`config.mk`:
```
export PLATFORM = sky130hd
export DESIGN_NAME = bilerp_pipe
export DESIGN_NICKNAME = d
export VERILOG_FILES = /design/src/rtl/bilerp_pipe.sv
export SDC_FILE = /design/constraint.sdc
export NUM_CORES = 1
export LEC_CHECK = 0
export BUFFER_PORTS_ARGS = -buffer_cell sky130_fd_sc_hd__buf_2
export CAP_MARGIN = 20
export CORE_MARGIN = 2
export CORE_UTILIZATION = 35
export CTS_BUF_LIST = sky130_fd_sc_hd__clkbuf_8
export CTS_CLUSTER_SIZE = 16
export DETAILED_ROUTE_END_ITERATION = 6
export GPL_TIMING_DRIVEN = 0
export HOLD_SLACK_MARGIN = 0.12
export PLACE_DENSITY_LB_ADDON = 0.25
export RECOVER_POWER = 50
export SLEW_MARGIN = 25
export SYNTH_ARGS = -nofsm -noshare
export SYNTH_HDL_FRONTEND = slang
export SYNTH_SLANG_ARGS = --single-unit
```
`constraint.sdc`:
```
create_clock -name clk -period 11.4 [get_ports clk]
set_input_delay 0.57 -clock clk [delete_from_list [all_inputs] [get_ports clk]]
set_output_delay 0.57 -clock clk [all_outputs]
set_load 0.01 [all_outputs]
```
`src/rtl/bilerp_pipe.sv`:
```
module bilerp_pipe #(
  parameter int PIX_W  = 8,
  parameter int FRAC_W = 8
) (
  input  logic              clk,
  input  logic              rst_n,
  input  logic              in_valid,
  input  logic [PIX_W-1:0]  tl,
  input  logic [PIX_W-1:0]  tr,
  input  logic [PIX_W-1:0]  bl,
  input  logic [PIX_W-1:0]  br,
  input  logic [FRAC_W-1:0] dx,
  input  logic [FRAC_W-1:0] dy,
  output logic              out_valid,
  output logic [PIX_W-1:0]  out_pix
);

  localparam int SW = PIX_W + 3;
  localparam int PW = SW + FRAC_W + 1;
  localparam logic signed [PW-1:0] HALF = PW'(1) <<< (FRAC_W - 1);
  localparam logic signed [SW-1:0] MAXV = SW'((1 << PIX_W) - 1);

  function automatic logic signed [SW-1:0] widen(input logic [PIX_W-1:0] p);
    return $signed({3'b000, p});
  endfunction

  function automatic logic signed [SW-1:0] scale(input logic signed [SW-1:0] d,
                                                  input logic [FRAC_W-1:0] f);
    logic signed [PW-1:0] prod;
    prod = d * $signed({1'b0, f});
    prod = prod + HALF;
    prod = prod >>> FRAC_W;
    return prod[SW-1:0];
  endfunction

  // stage 1: column differences
  logic                     s1_v;
  logic [PIX_W-1:0]         s1_tl, s1_tr;
  logic signed [SW-1:0]     s1_dl, s1_dr;
  logic [FRAC_W-1:0]        s1_dx, s1_dy;

  always_ff @(posedge clk) begin
    if (!rst_n) begin
      s1_v  <= 1'b0;
      s1_tl <= '0;
      s1_tr <= '0;
      s1_dl <= '0;
      s1_dr <= '0;
      s1_dx <= '0;
      s1_dy <= '0;
    end else begin
      s1_v  <= in_valid;
      s1_tl <= tl;
      s1_tr <= tr;
      s1_dl <= widen(bl) - widen(tl);
      s1_dr <= widen(br) - widen(tr);
      s1_dx <= dx;
      s1_dy <= dy;
    end
  end

  // stage 2: vertical interpolation in both columns
  logic                     s2_v;
  logic signed [SW-1:0]     s2_a, s2_b;
  logic [FRAC_W-1:0]        s2_dx;

  always_ff @(posedge clk) begin
    if (!rst_n) begin
      s2_v  <= 1'b0;
      s2_a  <= '0;
      s2_b  <= '0;
      s2_dx <= '0;
    end else begin
      s2_v  <= s1_v;
      s2_a  <= widen(s1_tl) + scale(s1_dl, s1_dy);
      s2_b  <= widen(s1_tr) + scale(s1_dr, s1_dy);
      s2_dx <= s1_dx;
    end
  end

  // stage 3: horizontal difference
  logic                     s3_v;
  logic signed [SW-1:0]     s3_a, s3_h;
  logic [FRAC_W-1:0]        s3_dx;

  always_ff @(posedge clk) begin
    if (!rst_n) begin
      s3_v  <= 1'b0;
      s3_a  <= '0;
      s3_h  <= '0;
      s3_dx <= '0;
    end else begin
      s3_v  <= s2_v;
      s3_a  <= s2_a;
      s3_h  <= s2_b - s2_a;
      s3_dx <= s2_dx;
    end
  end

  // stage 4: horizontal interpolation, clamp, output register
  logic signed [SW-1:0] res;
  logic [PIX_W-1:0]     res_c;

  assign res = s3_a + scale(s3_h, s3_dx);

  always_comb begin
    if (res < 0)          res_c = '0;
    else if (res > MAXV)  res_c = MAXV[PIX_W-1:0];
    else                  res_c = res[PIX_W-1:0];
  end

  always_ff @(posedge clk) begin
    if (!rst_n) begin
      out_valid <= 1'b0;
      out_pix   <= '0;
    end else begin
      out_valid <= s3_v;
      if (s3_v) out_pix <= res_c;
    end
  end

endmodule

```
# --- Word level (Yosys, flattened, before mapping) ---
# Cells that the tools add are included.
op_classes:
  muxes: 2
  n_mul: 3
  n_addsub: 9
  n_lt_le_gt_ge: 2
ops:
  columns: ["op", "count"]
  rows:
  - ["19-bit by 9-bit adder with 19-bit output, second input constant", 3]
  - ["9-bit by 9-bit multiplier with 18-bit output", 2]
  - ["9-bit by 11-bit adder with 11-bit output", 2]
  - ["11-bit by 9-bit multiplier with 19-bit output", 1]
  - ["8-bit by 8-bit subtractor with 9-bit output", 2]
  - ["8-bit 2-to-1 mux", 2]
  - ["11-bit adder", 1]
  - ["11-bit by 9-bit greater-than comparator with 1-bit output, second input constant", 1]
  - ["11-bit by 1-bit less-than comparator with 1-bit output, second input constant", 1]
  - ["11-bit subtractor", 1]
totals:
  inputBits: 51
  ff_bits: 122

# --- Longest topological paths before layout ---
depth:
  word_depth: 6
  depth_mapped: 30
  ltp_nobuf: 29

# --- Worst setup path after synthesis ---
# Ideal clock, no wire load.
synth_path:
  kind: "register to register"
  startpoint: "register s3_dx[2]"
  endpoint: "register out_pix[0]"
  setup_slack_ns: 5.008
  stages_incl_launch_ff: 27
  setup_ns: 0.076
  required_time_ns: 11.324
  t_arrival_ns: 6.316
  synth_period_minus_slack_ns: 6.392
  path_cell_list: "dfxtp_1 clkbuf_1 nand2_1 fa_1 inv_1 fa_1 inv_1 fa_1 inv_1 fa_1 fa_1 ha_1 a21oi_1 nor2_1 or3_1 xor2_1 fa_1 a21o_1 a21oi_1 o211ai_1 and2_1 a21oi_1 o21bai_1 xnor2_1 xnor2_2 o211ai_1 a21boi_0"
synth_between:
  elab_chain_cells: 6
  word_cells_on_any_way: 7
  cone_classes: "2 x add/sub; 1 x mul; 2 x order compare; 2 x mux"
synth_rtl:
  columns: ["item", "line_no", "text"]
  rows:
  - ["start, declared", "84", "logic [FRAC_W-1:0] s3_dx;"]
  - ["start signal, assigned", "91", "s3_dx <= '0;"]
  - ["start signal, assigned", "96", "s3_dx <= s2_dx;"]
  - ["11-bit by 9-bit multiplier with 19-bit output *", "30", "prod = d * $signed({1'b0, f});"]
  - ["19-bit by 9-bit adder with 19-bit output *", "31", "prod = prod + HALF;"]
  - ["11-bit adder *", "104", "assign res = s3_a + scale(s3_h, s3_dx);"]
  - ["11-bit by 9-bit greater-than comparator with 1-bit output", "108", "else if (res > MAXV) res_c = MAXV[PIX_W-1:0];"]
  - ["8-bit 2-to-1 mux", "108", null]
  - ["8-bit 2-to-1 mux *", "107", "if (res < 0) res_c = '0;"]
  - ["end signal, assigned", "118", "if (s3_v) out_pix <= res_c;"]
  - ["end, declared", "15", "output logic [PIX_W-1:0] out_pix"]
# Mark *: on every way between the ends. The rest lies on a longest branch, timed or not.
# A chain may end at the register's enable or synchronous reset.

# --- Worst setup path in the final report ---
layout_path:
  startpoint: "register s3_dx[3]"
  endpoint: "register out_pix[2]"
# The elaborated chain is that of the path after synthesis.

==> flow_summary.ini <==
[timing]
skew_ns = 0.0159
post-route-min-period_ns = 7.70
setup_viol = 0
rsz0062_at_grt = false
tightest_slew_ns = 0.862
finalHoldViolCount = 0
max_freq_ghz = 0.130
slew_headroom = 0.420
min_period_over_period = 0.675
maxSlewViolCount = 0
holdWs_ns = 0.315
tns_ns = 0

[placement]
routabilityCongestion = 0.811
portBuffers = 58
dpl.hpwl_mm = 27.4
placed_cells = 2142

[synth]
yosysUniqueCellTypes = 62
syn_area_um2 = 14400
ys_ff_latch = 122
synth_area_per_cell_um2 = 9.25
synth_edf_count = 0
syn_inst = 1552
seq_area_frac_synth = 0.170
async_flop_share = 0
syn_nets = 1959
synth_ff_type = dfxtp_1
yosys_warnings = 0

[clock_tree]
post_cts_buffers = 0
clock_path_buffers = 2
insertion_delay_ns = 0.46
cts.sinks = 122
numCtsBuffers = 17
root_buffer = clkbuf_8
htree_levels = 4
ctsResizeCount = 0
holdBufCountCts = 0
path_clk_slew_ns = 0.09
cts_tree = built

[global_routing]
grt_max_degree = 17
grt_pass1_wl_mm = 53.2
grt_pass1_vias = 10432
antenna_found_initial = 2
overflow = 0
grt_usage = 0.160

[floorplan]
start_util = 0.353
core_area_um2 = 40600
die_h_um = 207
ios = 60
die_area_um2 = 42700
rows = 74
die_w_um = 207

[pwr]
peakVddDrop_uv = 60.0
p_per_area_nw_per_um2 = 135
p_leak_nw = 7.93

[finish]
multi_input_area_um2 = 10700
fin_cells = 2174
syn2layout_area_growth_pct = 9.26
drive_gt1_frac = 0.0615
regArea_um2 = 2440
final_nets = 2036
antenna_cells_inserted = 0
final_common_cell = inv_1
layout_common_cells = inv_1, and2_1, fa_1, ha_1, dfxtp_1
n_fill_cell = 4108

[drt]
drt-total-wl_mm = 31.8
postRouteAntennaNets = 0
via_per_inst = 4.55
vias = 9882
drt-initial-drc-count = 385
drtPass1Iterations = 4
wire_per_inst_um = 14.6
route.detailed.drc = 0

[worst_setup_path]
critPathMostFrequentCell = fa_1
cp_slowest_cell = nor4_1
cp_data_arrival_time_ns = 8.07
crit_path_max_incr_delay_ns = 0.66
critPathLaunchType = flip-flop
cp_num_buf_inv = 4
required_ns = 11.77
path_delay_family = adder cells
critPathCaptureType = flip-flop
rrSetupSlack_ns = 3.70
crit_fanout = 10
critical_path_class = flip-flop to flip-flop

[outcome]
outcome = finished, final reports clean

[flow_run]
cap_viol_max_count = 0

[hold_path]
hold_class = input port to flip-flop
[cell families (layout without fill, tap and decap cells)]
logic type	Yosys count	count (layout)	synth area share
simple gates	470	470	0.183
compound gates	167	167	0.0781
mux	3	3	0.00209
flops	122	122	0.170
buf+inv	326	416	0.0855
xor+xnor	107	107	0.0691
fa+ha+maj	357	357	0.412
[sequential cells by signal (all words and copies together), names as in the netlist, 9 cells and up]
register,cells
s3_a,11
s2_a,11
s1_dl,9
s3_h,11
s1_dr,9
s2_b,11
[per-layer routing]
layer  vias to the layer above  part of all wire  global-route usage
met1                      4746              0.46               0.208
li1                       4992                 -                   -
met2                       113              0.50               0.281
met3                        31             0.021              0.0207
met5                         -                 0                   0
met4                         0             0.018              0.0372
[stage by stage]
stage               worst slack (ns)  power [mW]   util  instance area (um^2)
global route                    3.04        2.34  0.386                 15700
finish                          3.70        2.12  0.386                 15700
detailed placement              3.71        1.75  0.377                 15300
CTS                             3.68        2.15  0.386                 15700
floorplan                       5.01        1.48      -                 14400
global placement                3.90        1.73  0.377                 15300
[cell usage after synthesis (2+ instances only)]
master	count	area (um^2)
o21bai_1	13	97.6
o21ai_2	2	17.5
nor3_1	19	95.1
buf_2	3	15.0
fa_1	194	3880
nor3b_1	12	90.1
and3b_1	3	26.3
inv_1	287	1080
mux2i_1	3	30.0
a31oi_1	6	37.5
ha_1	162	2030
nand2_1	110	413
a21boi_0	14	105
o21ai_0	25	125
a21oi_1	45	225
o211ai_1	10	75.1
and2_1	225	1410
o21a_1	10	75.1
nand4bb_1	3	33.8
xor2_1	38	333
nor4_1	4	25.0
a21o_1	23	173
o2111ai_1	2	17.5
nand4_1	3	18.8
a211oi_1	2	15.0
and3_1	2	12.5
clkbuf_1	36	135
nand2b_1	18	113
nor2b_1	19	119
nand3_1	15	75.1
dfxtp_1	122	2440
nor2_1	28	105
xnor2_1	65	569
[path summary, 6_finish.rpt]
path / startpoint / to / cells after the start
worst max-delay path: s3_dx[3]$_SDFF_PN0_ / out_pix[2]$_SDFFE_PN0P_ / 26
worst max register to register: s3_dx[3]$_SDFF_PN0_ / out_pix[2]$_SDFFE_PN0P_ / 26
worst min-delay path: dy[6] / s1_dy[6]$_SDFF_PN0_ / 2
worst min register to register: s2_dx[7]$_SDFF_PN0_ / s3_dx[7]$_SDFF_PN0_ / 1
[power by group]
group / internal [mW] / switching, mW / leakage [nW]
Clock: 0.163 / 0.223 / 0.184
Combinational: 0.517 / 0.630 / 6.74
Sequential: 0.504 / 0.0793 / 1.01
Total: 1.18 / 0.933 / 7.93
[layout make-up]
class                   count  area share
plain buffers              39     0.00957
clock buffers              17      0.0149
clock inverters            15     0.00949
inverters                 287      0.0687
multi-input cells        1104       0.681
flip-flops and latches    122       0.156
well taps                 532      0.0424
repair buffers             58      0.0179
(Power assumes the default switching activity.)
